$ cat src/rtl/hpp_pkg.sv
package hpp_pkg;

  typedef enum logic [1:0] {
    PS_OFF  = 2'd0,
    PS_ON   = 2'd1,
    PS_TRIP = 2'd2
  } port_st_e;

  typedef struct packed {
    logic pol_hi;
    logic ganged;
    logic pm_off;
  } strap_cfg_t;

endpackage

$ cat src/rtl/hpp_rst_sync.sv
module hpp_rst_sync (
  input  logic clk_i,
  input  logic arst_ni,
  output logic rst_no
);

  logic [1:0] sync_q;

  always_ff @(posedge clk_i or negedge arst_ni) begin
    if (!arst_ni) begin
      sync_q <= 2'b00;
    end else begin
      sync_q <= {sync_q[0], 1'b1};
    end
  end

  assign rst_no = sync_q[1];

endmodule

$ cat src/rtl/hpp_strap_latch.sv
module hpp_strap_latch
  import hpp_pkg::*;
(
  input  logic       clk_i,
  input  logic       rst_ni,
  input  strap_cfg_t pins_i,
  output strap_cfg_t cfg_o
);

  logic       cap_q;
  logic       cap_d;
  strap_cfg_t cfg_q;
  strap_cfg_t cfg_d;

  // Capture once, on the first edge after reset release.
  always_comb begin
    cap_d = 1'b1;
    cfg_d = cfg_q;
    if (!cap_q) begin
      cfg_d = pins_i;
    end
  end

  always_ff @(posedge clk_i or negedge rst_ni) begin
    if (!rst_ni) begin
      cap_q <= 1'b0;
      cfg_q <= '0;
    end else begin
      cap_q <= cap_d;
      cfg_q <= cfg_d;
    end
  end

  // Until the capture edge the pins themselves are in force.
  assign cfg_o = cap_q ? cfg_q : pins_i;

endmodule

$ cat src/rtl/hpp_oc_qual.sv
module hpp_oc_qual #(
  parameter int unsigned QUAL_CYC = 4
) (
  input  logic clk_i,
  input  logic rst_ni,
  input  logic oc_ni,
  output logic det_o
);

  localparam int unsigned CW = $clog2(QUAL_CYC + 1);
  localparam logic [CW-1:0] CNT_MAX = CW'(QUAL_CYC);

  logic [1:0]    sync_q;
  logic [CW-1:0] cnt_q;
  logic [CW-1:0] cnt_d;
  logic          cnt_en;

  always_ff @(posedge clk_i or negedge rst_ni) begin
    if (!rst_ni) begin
      sync_q <= 2'b11;
    end else begin
      sync_q <= {sync_q[0], oc_ni};
    end
  end

  // Count consecutive low samples, saturating at the threshold.
  always_comb begin
    cnt_en = 1'b1;
    cnt_d  = cnt_q;
    if (sync_q[1]) begin
      cnt_d = '0;
    end else if (cnt_q != CNT_MAX) begin
      cnt_d = cnt_q + 1'b1;
    end else begin
      cnt_en = 1'b0;
    end
  end

  always_ff @(posedge clk_i or negedge rst_ni) begin
    if (!rst_ni) begin
      cnt_q <= '0;
    end else if (cnt_en) begin
      cnt_q <= cnt_d;
    end
  end

  assign det_o = (cnt_q == CNT_MAX);

endmodule

$ cat src/rtl/hpp_port_fsm.sv
module hpp_port_fsm
  import hpp_pkg::*;
(
  input  logic clk_i,
  input  logic rst_ni,
  input  logic req_i,
  input  logic fault_i,
  input  logic hold_off_i,
  output logic on_o
);

  port_st_e st_q;
  port_st_e st_d;

  always_comb begin
    st_d = st_q;
    if (hold_off_i) begin
      st_d = PS_OFF;
    end else begin
      unique case (st_q)
        PS_OFF:  if (req_i && !fault_i) st_d = PS_ON;
        PS_ON: begin
          if (fault_i)     st_d = PS_TRIP;
          else if (!req_i) st_d = PS_OFF;
        end
        PS_TRIP: if (!req_i) st_d = PS_OFF;
        default: st_d = PS_OFF;
      endcase
    end
  end

  always_ff @(posedge clk_i or negedge rst_ni) begin
    if (!rst_ni) begin
      st_q <= PS_OFF;
    end else begin
      st_q <= st_d;
    end
  end

  assign on_o = (st_q == PS_ON);

endmodule

$ cat src/rtl/hub_port_pwr_ctrl.sv
module hub_port_pwr_ctrl
  import hpp_pkg::*;
#(
  parameter int unsigned NPORT       = 4,
  parameter int unsigned OC_QUAL_CYC = 4
) (
  input  logic             clk_i,
  input  logic             rst_ni,
  input  logic             strap_pol_hi_i,
  input  logic             strap_ganged_i,
  input  logic             strap_pm_off_i,
  input  logic [NPORT-1:0] pwr_req_i,
  input  logic [NPORT-1:0] oc_n_i,
  input  logic [NPORT-1:0] oc_clr_i,
  output logic [NPORT-1:0] pwr_en_o,
  output logic [NPORT-1:0] oc_status_o,
  output logic [NPORT-1:0] oc_chg_o
);

  logic             rst_n_int;
  strap_cfg_t       pins;
  strap_cfg_t       cfg;
  logic [NPORT-1:0] det;
  logic [NPORT-1:0] fault_eff;
  logic [NPORT-1:0] port_on;
  logic [NPORT-1:0] act;
  logic [NPORT-1:0] fault_q;
  logic [NPORT-1:0] chg_q;
  logic [NPORT-1:0] chg_d;

  hpp_rst_sync u_rst (
    .clk_i   (clk_i),
    .arst_ni (rst_ni),
    .rst_no  (rst_n_int)
  );

  assign pins = '{pol_hi: strap_pol_hi_i, ganged: strap_ganged_i, pm_off: strap_pm_off_i};

  hpp_strap_latch u_strap (
    .clk_i  (clk_i),
    .rst_ni (rst_n_int),
    .pins_i (pins),
    .cfg_o  (cfg)
  );

  for (genvar i = 0; i < NPORT; i++) begin : g_port
    hpp_oc_qual #(.QUAL_CYC(OC_QUAL_CYC)) u_qual (
      .clk_i  (clk_i),
      .rst_ni (rst_n_int),
      .oc_ni  (oc_n_i[i]),
      .det_o  (det[i])
    );

    hpp_port_fsm u_fsm (
      .clk_i      (clk_i),
      .rst_ni     (rst_n_int),
      .req_i      (pwr_req_i[i]),
      .fault_i    (fault_eff[i]),
      .hold_off_i (cfg.pm_off),
      .on_o       (port_on[i])
    );
  end

  // Fault routing and enable policy.
  always_comb begin
    if (cfg.pm_off) begin
      fault_eff = '0;
      act       = '0;
    end else if (cfg.ganged) begin
      fault_eff = {NPORT{|det}};
      act       = {NPORT{|port_on}};
    end else begin
      fault_eff = det;
      act       = port_on;
    end
  end

  // Sticky change flags: a new fault wins over a clear in the same cycle.
  always_comb begin
    chg_d = (chg_q & ~oc_clr_i) | (fault_eff & ~fault_q);
  end

  always_ff @(posedge clk_i or negedge rst_n_int) begin
    if (!rst_n_int) begin
      fault_q <= '0;
      chg_q   <= '0;
    end else begin
      fault_q <= fault_eff;
      chg_q   <= chg_d;
    end
  end

  assign pwr_en_o    = cfg.pol_hi ? act : ~act;
  assign oc_status_o = fault_eff;
  assign oc_chg_o    = chg_q;

endmodule

$ cat config.mk
export PLATFORM = sky130hd
export DESIGN_NAME = hub_port_pwr_ctrl
export DESIGN_NICKNAME = d
export VERILOG_FILES = /design/src/rtl/hpp_pkg.sv /design/src/rtl/hpp_rst_sync.sv /design/src/rtl/hpp_strap_latch.sv /design/src/rtl/hpp_oc_qual.sv /design/src/rtl/hpp_port_fsm.sv /design/src/rtl/hub_port_pwr_ctrl.sv
export SDC_FILE = /design/constraint.sdc
export NUM_CORES = 1
export LEC_CHECK = 0
export ABC_CLOCK_PERIOD_IN_PS = 3900
export BUFFER_PORTS_ARGS = -buffer_cell sky130_fd_sc_hd__buf_2
export CELL_PAD_IN_SITES_DETAIL_PLACEMENT = 0
export CELL_PAD_IN_SITES_GLOBAL_PLACEMENT = 1
export CORE_MARGIN = 2
export CORE_UTILIZATION = 48
export CTS_CLUSTER_SIZE = 20
export DETAILED_ROUTE_END_ITERATION = 10
export PLACE_DENSITY_LB_ADDON = 0.1
export SKIP_CTS_REPAIR_TIMING = 1
export SYNTH_ARGS = -nofsm -noshare
export SYNTH_HDL_FRONTEND = slang
export SYNTH_HIERARCHICAL = 1
export SYNTH_SLANG_ARGS = --single-unit
$ cat constraint.sdc
create_clock -name clk_i -period 3.9 [get_ports clk_i]
set_clock_uncertainty 0.15 [all_clocks]
set_input_delay 0.78 -clock clk_i [delete_from_list [all_inputs] [get_ports clk_i]]
set_output_delay 0.78 -clock clk_i [all_outputs]
set_load 0.02 [all_outputs]
== Yosys cells after proc, flatten, opt, wreduce, memory -nomap -nowiden ==
Cells that the tools add are included.
Storage, ports and cells
  flip-flop bits (word level): 42
  output and inout bits: 12
Cells by class
  $add $sub $neg: 4
  equality and inequality tests: 20
  multiplexer cells: 42
  bitwise logic cells: 6
  reduce and logical (&&, ||, !) cells: 22
Operators by type and width (count)
  2-bit 2-to-1 mux: 16
  3-bit 2-to-1 mux: 9
  2-bit one-hot mux with 3 select lines: 4
  4-bit 2-to-1 mux: 5
  3-bit by 1-bit adder with 3-bit output (second input constant): 4
  3-bit equality test (second input constant): 4
  3-bit by 2-bit != test with 1-bit output (second input constant): 4
  3-bit != test (second input constant): 4
  4-bit NOT: 3
  4-bit bitwise AND: 2
  2-bit by 1-bit equality test with 1-bit output (second input constant): 4
  2-bit equality test (second input constant): 4
  2-bit logical NOT: 4
  1-bit 2-to-1 mux: 8
  2-bit AND reduction: 4
  2-bit nonzero test: 4
  4-bit OR reduction: 2
  1-bit logical AND: 4
  1-bit logical NOT: 4
  4-bit bitwise OR: 1

== Longest topological paths before layout ==
Gate-level depths: netlist of run 1.
  word-level depth: 9
  mapped depth: 8
  depth with buffers taken out: 8

== Hierarchy ==
The synthesis of run 1 kept the hierarchy.
Modules (own cells, without submodules)
  hpp_oc_qual: times used 4, cells an instance 19, area each 229.0 µm², sequential area each 127.6 µm²
  hub_port_pwr_ctrl: times used 1, cells an instance 44, area each 415.4 µm², sequential area each 200.2 µm²
  hpp_port_fsm: times used 4, cells an instance 7, area each 93.8 µm², sequential area each 50.0 µm²
  hpp_strap_latch: times used 1, cells an instance 8, area each 137.6 µm², sequential area each 100.1 µm²
  hpp_rst_sync: times used 1, cells an instance 3, area each 53.8 µm², sequential area each 50.0 µm²

== Worst setup path before layout of run 1 ==
OpenSTA, ideal clock, no wires.
  path type: input to output
  start: in strap_pm_off_i
  end: out pwr_en_o[1]
  arrival: 1801 ps
  setup slack: 1169 ps
  stages on the path: 4
  path buffers: 1
  cells stage by stage: mux2_2 > buf_2 > nor3_1 > xnor2_1
On the way
  longest elaborated chain between the ends: 4
RTL lines
  from (decl): line hub_port_pwr_ctrl.sv:11  | input logic strap_pm_off_i,
  3-bit 2-to-1 mux (*)
  4-bit 2-to-1 mux (*): line hub_port_pwr_ctrl.sv:66  | if (cfg.pm_off) begin
  4-bit NOT: line hub_port_pwr_ctrl.sv:93  | assign pwr_en_o = cfg.pol_hi ? act : ~act;
  4-bit 2-to-1 mux (*): line hub_port_pwr_ctrl.sv:93
  to (decl): line hub_port_pwr_ctrl.sv:15  | output logic [NPORT-1:0] pwr_en_o,
Mark *: on every way between the ends. The rest lies on a longest branch, timed or not.

== Final worst setup path of run 1 ==
  start: reg g_port[2].u_qual.cnt_q[0]
  end: out oc_status_o[3]
On the way
  longest elaborated chain between the ends: 4
RTL lines
  from (decl): line hpp_oc_qual.sv:14  | logic [CW-1:0] cnt_q;
  from (signal assigned): line hpp_oc_qual.sv:43  | cnt_q <= cnt_d;
  3-bit equality test: line hpp_oc_qual.sv:47  | assign det_o = (cnt_q == CNT_MAX);
  via det[2]: line hub_port_pwr_ctrl.sv:23  | logic [NPORT-1:0] det;
  4-bit OR reduction: line hub_port_pwr_ctrl.sv:70  | fault_eff = {NPORT{|det}};
  4-bit 2-to-1 mux: line hub_port_pwr_ctrl.sv:69  | end else if (cfg.ganged) begin
  4-bit 2-to-1 mux: line hub_port_pwr_ctrl.sv:66
  to (decl): line hub_port_pwr_ctrl.sv:16  | output logic [NPORT-1:0] oc_status_o,
The timed path passes the listed nets, and every way through them passes these cells.

==> results of run 1 <==
[flip-flops by register name, summed over array words and instances, names as in the netlist]
| register | count |
|---|---|
| g_port.u_fsm/st_q | 8 |
| oc_chg_o | 4 |
| u_strap/cfg_q | 3 |
| u_rst/sync_q | 2 |
| g_port.u_qual/sync_q | 8 |
| g_port.u_qual/cnt_q | 12 |
| fault_q | 4 |
| u_strap/cap_q | 1 |
[cell families after synthesis]
logic type	share of synthesized area, %
muxes	1.780
buffers and inverters	3.098
other	0.3957
and+or+nand+nor	21.69
AOI/OAI and AO/OA	10.02
xor gates and xnor gates	1.846
adders and majority gates	5.274
DFF	55.90
[power by group]
group	internal, mW	leakage [nW]	switching (mW)
logic	0.0843	0.470	0.106
registers	0.474	0.529	0.0259
clock network	0.143	0.0482	0.138
[placed cells by master, fill, tap and decap left out, drive strengths merged, types with 8 or more instances in the layout]
master / instances
ha: 8
nor3: 8
inv: 12
a21oi: 16
dfrtp: 34
dfstp: 8
buf: 29
nand3b: 8
nor2: 12
nand3: 8
[cell type report]
cell class                      count  area share [%]
Sequential cell                    42           48.60
Multi-Input combinational cell    102           35.64
Timing Repair Buffer               29           6.762
Clock buffer                        7           3.954
Tap cell                           48           2.751
Inverter                           12           2.063
Clock inverter                      1          0.2292
[through the flow]
stage,instances,util [%],hold WS (ns)
2_1_floorplan,159,-,0.1812
4_1_cts,241,58.32,0.1058
5_1_grt,241,58.32,0.1046
3_3_place_gp,233,55.88,0.1549
3_5_place_dp,233,55.88,0.1718
6_report,241,58.32,0.1112
[how the worst min path moves through the flow]
stage / startpoint / endpoint / slack, ns / cells past startpoint
CTS: rst_ni / u_rst/sync_q[1] / 0.11 / 1
detailed placement: u_rst/sync_q[1] / u_strap/cfg_q[0] / 0.17 / 1
global route: rst_ni / u_rst/sync_q[1] / 0.10 / 1
global placement: u_rst/sync_q[1] / u_strap/cfg_q[0] / 0.15 / 1
finish: rst_ni / u_rst/sync_q[0] / 0.11 / 1
floorplan: u_rst/sync_q[0] / u_rst/sync_q[1] / 0.18 / 0
[layer usage]
layer	vias up	GRT usage, %	share of wire [%]
met3	9	3.885	3.3
met1	622	21.88	44
met2	16	31.62	51
met4	0	8.418	2.1
met5	-	0	0
li1	613	-	-
==> impl_metrics.json, run 1 <==
{
  "outcome": "complete, no violations",
  "syn-mean-instance-area_sq_um": 11.94,
  "fin_ws_ns": 0.8234,
  "insertion_delay_ns": 0.29,
  "largest_net_degree_at_the_start_of_global_routing": 41,
  "async_flop_share_pct": 100.0,
  "layout.cell_area.non_filler_sq_um": 2183,
  "total_nets_final": 217,
  "synth_largest_type_area_fraction_pct": 44.83,
  "synth_fp_nets": 184,
  "cpLargestDelayFamily": "simple AND/OR/NAND/NOR gates",
  "critPathLaunch": "g_port[2].u_qual/cnt_q[0]",
  "placement.setup.worst_slack_ns": 1.044,
  "per_cell_routed_wire_length_um": 13.50,
  "clock-sinks": 42,
  "path_clk_slew_ns": 0.07,
  "drt_first_pass_iters": 4,
  "share_of_post_route_cells_with_drive_strength_above_1_pct": 37.31,
  "antenna_left": 0,
  "critical_path_required_ns": 2.97,
  "synth.largest_area_cell": "dfrtp_1",
  "reg2regPathDepth": 7,
  "critPathMaxFanout": 6,
  "clock.fmax_ghz": 0.3250,
  "synth-seq-area-share_pct": 55.90,
  "path_depth": 7,
  "critPathBufInv": 2,
  "arrival_ns": 2.15,
  "globalRouteTotalUtil_pct": 18.36,
  "hold_viol_final": 0,
  "grt_remaining_overflow": 0,
  "power_per_cell_area_nw_per_um2": 445.1,
  "ys_seq_elements": 42,
  "worstPathCellList": "inv_1 -> ha_1 -> and2_2 -> or3_1 -> a21oi_1 -> nor2_1 -> buf_2",
  "dieWidth_um": 66.89,
  "reg2reg_slack_ns": 1.70,
  "root_driver": "clkbuf_8",
  "slowest_delay_ns": 0.40,
  "number_of_global_route_vias_before_repair": 1329,
  "setup_violations": 0,
  "antenna-diode-count": 0,
  "regToRegStartpoint": "g_port[2].u_qual/cnt_q[0]",
  "setup_tns_final_ns": 0,
  "number_of_rows_created_at_floorplan": 22,
  "dieHeight_um": 66.89,
  "area_growth_pct": 15.03,
  "filler_cell_count": 349,
  "rsz0062_at_grt": "false",
  "cts-buffers-inserted": 5,
  "grt_first_pass_wirelength_um": 5975,
  "initial_core_utilization_pct": 50.70,
  "synthesis.area_sq_um": 1898,
  "synthMostInstantiatedCell": "dfrtp_1",
  "post-dp-hpwl_um": 2381,
  "design.portCount": 29,
  "regToRegEndpoint": "g_port[3].u_fsm/st_q[0]",
  "cts_tree": "built",
  "drt_iter0_drc": 19,
  "worst_path_max_delay_cell": "dfrtp_1",
  "totalPowerFinal_mw": 0.9718,
  "netlist_top_cells_count": "dfrtp_1 (34), a21oi_1 (16), inv_1 (12), nor2_1 (12)",
  "synth.distinct_cells": 24,
  "dominantRegCellSynth": "dfrtp_1",
  "clock_tree.htree_level_count": 2,
  "synth-edff-count": 0,
  "multi_input_comb_area_sq_um": 778.2,
  "max-cap-violations": 0,
  "worst_setup_path_start_kind": "flop",
  "core-area_sq_um": 3744,
  "detail_route.drc_violations": 0,
  "place_congestion": 0.6987,
  "final.period_utilization_pct": 78.89,
  "vdd.ir_drop.worst_mv": 0.2354,
  "initial_antenna_violation_count": 0,
  "leakagePower_nw": 1.047,
  "yosys_warnings": 6,
  "synth.area.top_cells": "dfrtp_1 (45%), dfstp_2 (11%), ha_1 (5.3%)",
  "port_buffers": 28,
  "critical_path.endpoint_type": "output port",
  "route.final.wire_length_um": 3254,
  "viasPerCell": 5.228,
  "crit_end": "oc_status_o[3]",
  "layout_min_cycle_time_ns": 3.077,
  "design.die.area_sq_um": 4474,
  "finalMaxSlewViolations": 0,
  "ff_latch_area_sq_um": 1061,
  "via_count": 1260,
  "synthCells": 159,
  "placed_area_sq_um": 2092,
  "critical_path_class": "flop to output port",
  "worstHoldPathType": "input pin to async pin",
  "max-clock-path-buffers": 2
}
Note: power is estimated with default switching activity, not from simulation.
==> inputs of run 2 (changes only) <==
- ABC_CLOCK_PERIOD_IN_PS: 3900 -> 2950
- CORE_UTILIZATION: 48 -> 44
- clock period: 3.9 -> 2.95 ns (I/O delays scaled with it)
==> impl_metrics.json, run 2 (synthesized netlist as in run 1, its figures left out) <==
{
  "setup_violations": 0,
  "worst_hold_slack_ns": 0.1392,
  "path_clk_slew_ns": 0.08,
  "critPathMaxFanout": 6,
  "place_congestion": 0.6755,
  "cts_tree": "built",
  "drt_iter0_drc": 63,
  "critical_path.endpoint_type": "output port",
  "hold_viol_final": 0,
  "share_of_post_route_cells_with_drive_strength_above_1_pct": 40.00,
  "layout.cell_area.non_filler_sq_um": 2242,
  "final_core_utilization_pct": 54.87,
  "power.switching_mw": 0.3670,
  "comb_power_share_pct": 19.1,
  "power_per_cell_area_nw_per_um2": 608.1,
  "worst_setup_path_start_kind": "flop",
  "antenna-diode-count": 0,
  "power.internal_mw": 0.9966,
  "dieHeight_um": 69.68,
  "largest_register_ffs": 12,
  "port_buffers": 28,
  "outcome": "complete, no violations",
  "final.period_utilization_pct": 96.10,
  "final_common_cell": "dfrtp_1",
  "instances_no_fill": 245,
  "via_count": 1256,
  "layout_min_cycle_time_ns": 2.835,
  "leakagePower_nw": 1.062,
  "vdd.ir_drop.worst_mv": 0.2641,
  "cts-buffers-inserted": 5,
  "clock.fmax_ghz": 0.3527,
  "post_place_cells": 235,
  "max_flop_register": "g_port.u_qual/cnt_q",
  "max-cap-violations": 0,
  "finalMaxSlewViolations": 0,
  "root_driver": "clkbuf_8",
  "ff_latch_area_sq_um": 1061,
  "swShare_pct": 26.91,
  "clock-sinks": 42,
  "clock_tree.htree_level_count": 2,
  "critical_path_required_ns": 2.21,
  "antenna_left": 0,
  "worstHoldPathType": "flop to async pin",
  "max-clock-path-buffers": 2,
  "arrival_ns": 2.10,
  "clock_power_share_pct": 32.5,
  "fin_ws_ns": 0.1149,
  "route.final.wire_length_um": 3104,
  "most_frequent_cells_in_the_layout": "dfrtp_1 (34), buf_2 (27), nor2_1 (12), inv_1 (12), a21oi_1 (12)",
  "number_of_global_route_vias_before_repair": 1245,
  "number_of_rows_created_at_floorplan": 23,
  "design.die.area_sq_um": 4855,
  "globalRouteTotalUtil_pct": 14.07,
  "initial_antenna_violation_count": 0,
  "viasPerCell": 5.127,
  "grt_first_pass_wirelength_um": 5451,
  "biggestRegsByFlops": "g_port.u_qual/cnt_q: 12 flops, g_port.u_fsm/st_q: 8 flops, g_port.u_qual/sync_q: 8 flops",
  "multi_input_comb_area_sq_um": 795.8,
  "per_cell_routed_wire_length_um": 12.67,
  "area_growth_pct": 18.13,
  "placement.setup.worst_slack_ns": 0.3703,
  "power.share.sequential_pct": 48.4,
  "grt_remaining_overflow": 0,
  "dieWidth_um": 69.68,
  "design.portCount": 29,
  "detail_route.drc_violations": 0,
  "core-area_sq_um": 4086,
  "insertion_delay_ns": 0.29,
  "post-dp-hpwl_um": 2285,
  "initial_core_utilization_pct": 46.45,
  "total_nets_final": 219,
  "largest_net_degree_at_the_start_of_global_routing": 41,
  "rsz0062_at_grt": "true",
  "setup_tns_final_ns": 0,
  "drt_first_pass_iters": 4,
  "filler_cell_count": 378,
  "critical_path_class": "flop to output port",
  "totalPowerFinal_mw": 1.364,
  "placed_area_sq_um": 2095
}
[run 2: cell type report]
| class | count | area share (%) |
|---|---|---|
| Sequential cell | 42 | 47.32 |
| Multi-Input combinational cell | 102 | 35.49 |
| Timing Repair Buffer | 31 | 7.478 |
| Clock buffer | 6 | 3.237 |
| Tap cell | 50 | 2.790 |
| Inverter | 12 | 2.009 |
| Clock inverter | 2 | 1.674 |
[run 2: path summary, 6_finish.rpt]
path / from / end / slack [ns] / cells past startpoint
min in group clk_i: g_port[2].u_qual/sync_q[0] / g_port[2].u_qual/sync_q[1] / 0.21 / 0
max in group asynchronous: rst_ni / u_rst/sync_q[1] / 2.09 / 2
hold reg to reg: u_rst/sync_q[1] / fault_q[3] / 0.14 / 1
setup / recovery: g_port[2].u_qual/cnt_q[0] / oc_status_o[1] / 0.11 / 7
setup reg to reg: g_port[2].u_qual/cnt_q[0] / g_port[1].u_fsm/st_q[0] / 0.84 / 7
hold / removal: u_rst/sync_q[1] / fault_q[3] / 0.14 / 1
[run 2: power by group through the flow]
stage          combinational (mW)  clock, mW  sequential, mW
2_1_floorplan               0.175          0           0.681
3_3_place_gp                0.247          0           0.669
3_5_place_dp                0.255          0           0.672
4_1_cts                     0.256      0.461           0.661
5_1_grt                     0.293      0.488           0.667
6_report                    0.260      0.444           0.660
[run 2: metal layers]
metal / global-route usage (%) / wire, um
met2: 22.65 / 1485
met1: 17.92 / 1473
met4: 5.128 / 33
met5: 0 / 0
met3: 4.360 / 112
[run 2: critical path, cell delays in order (launching register included)]
cell     delay (ns)
dfrtp_1        0.39
inv_1          0.06
ha_1           0.25
and2_2         0.23
or3_1          0.39
a21oi_2        0.17
nor2_1         0.12
buf_2          0.20
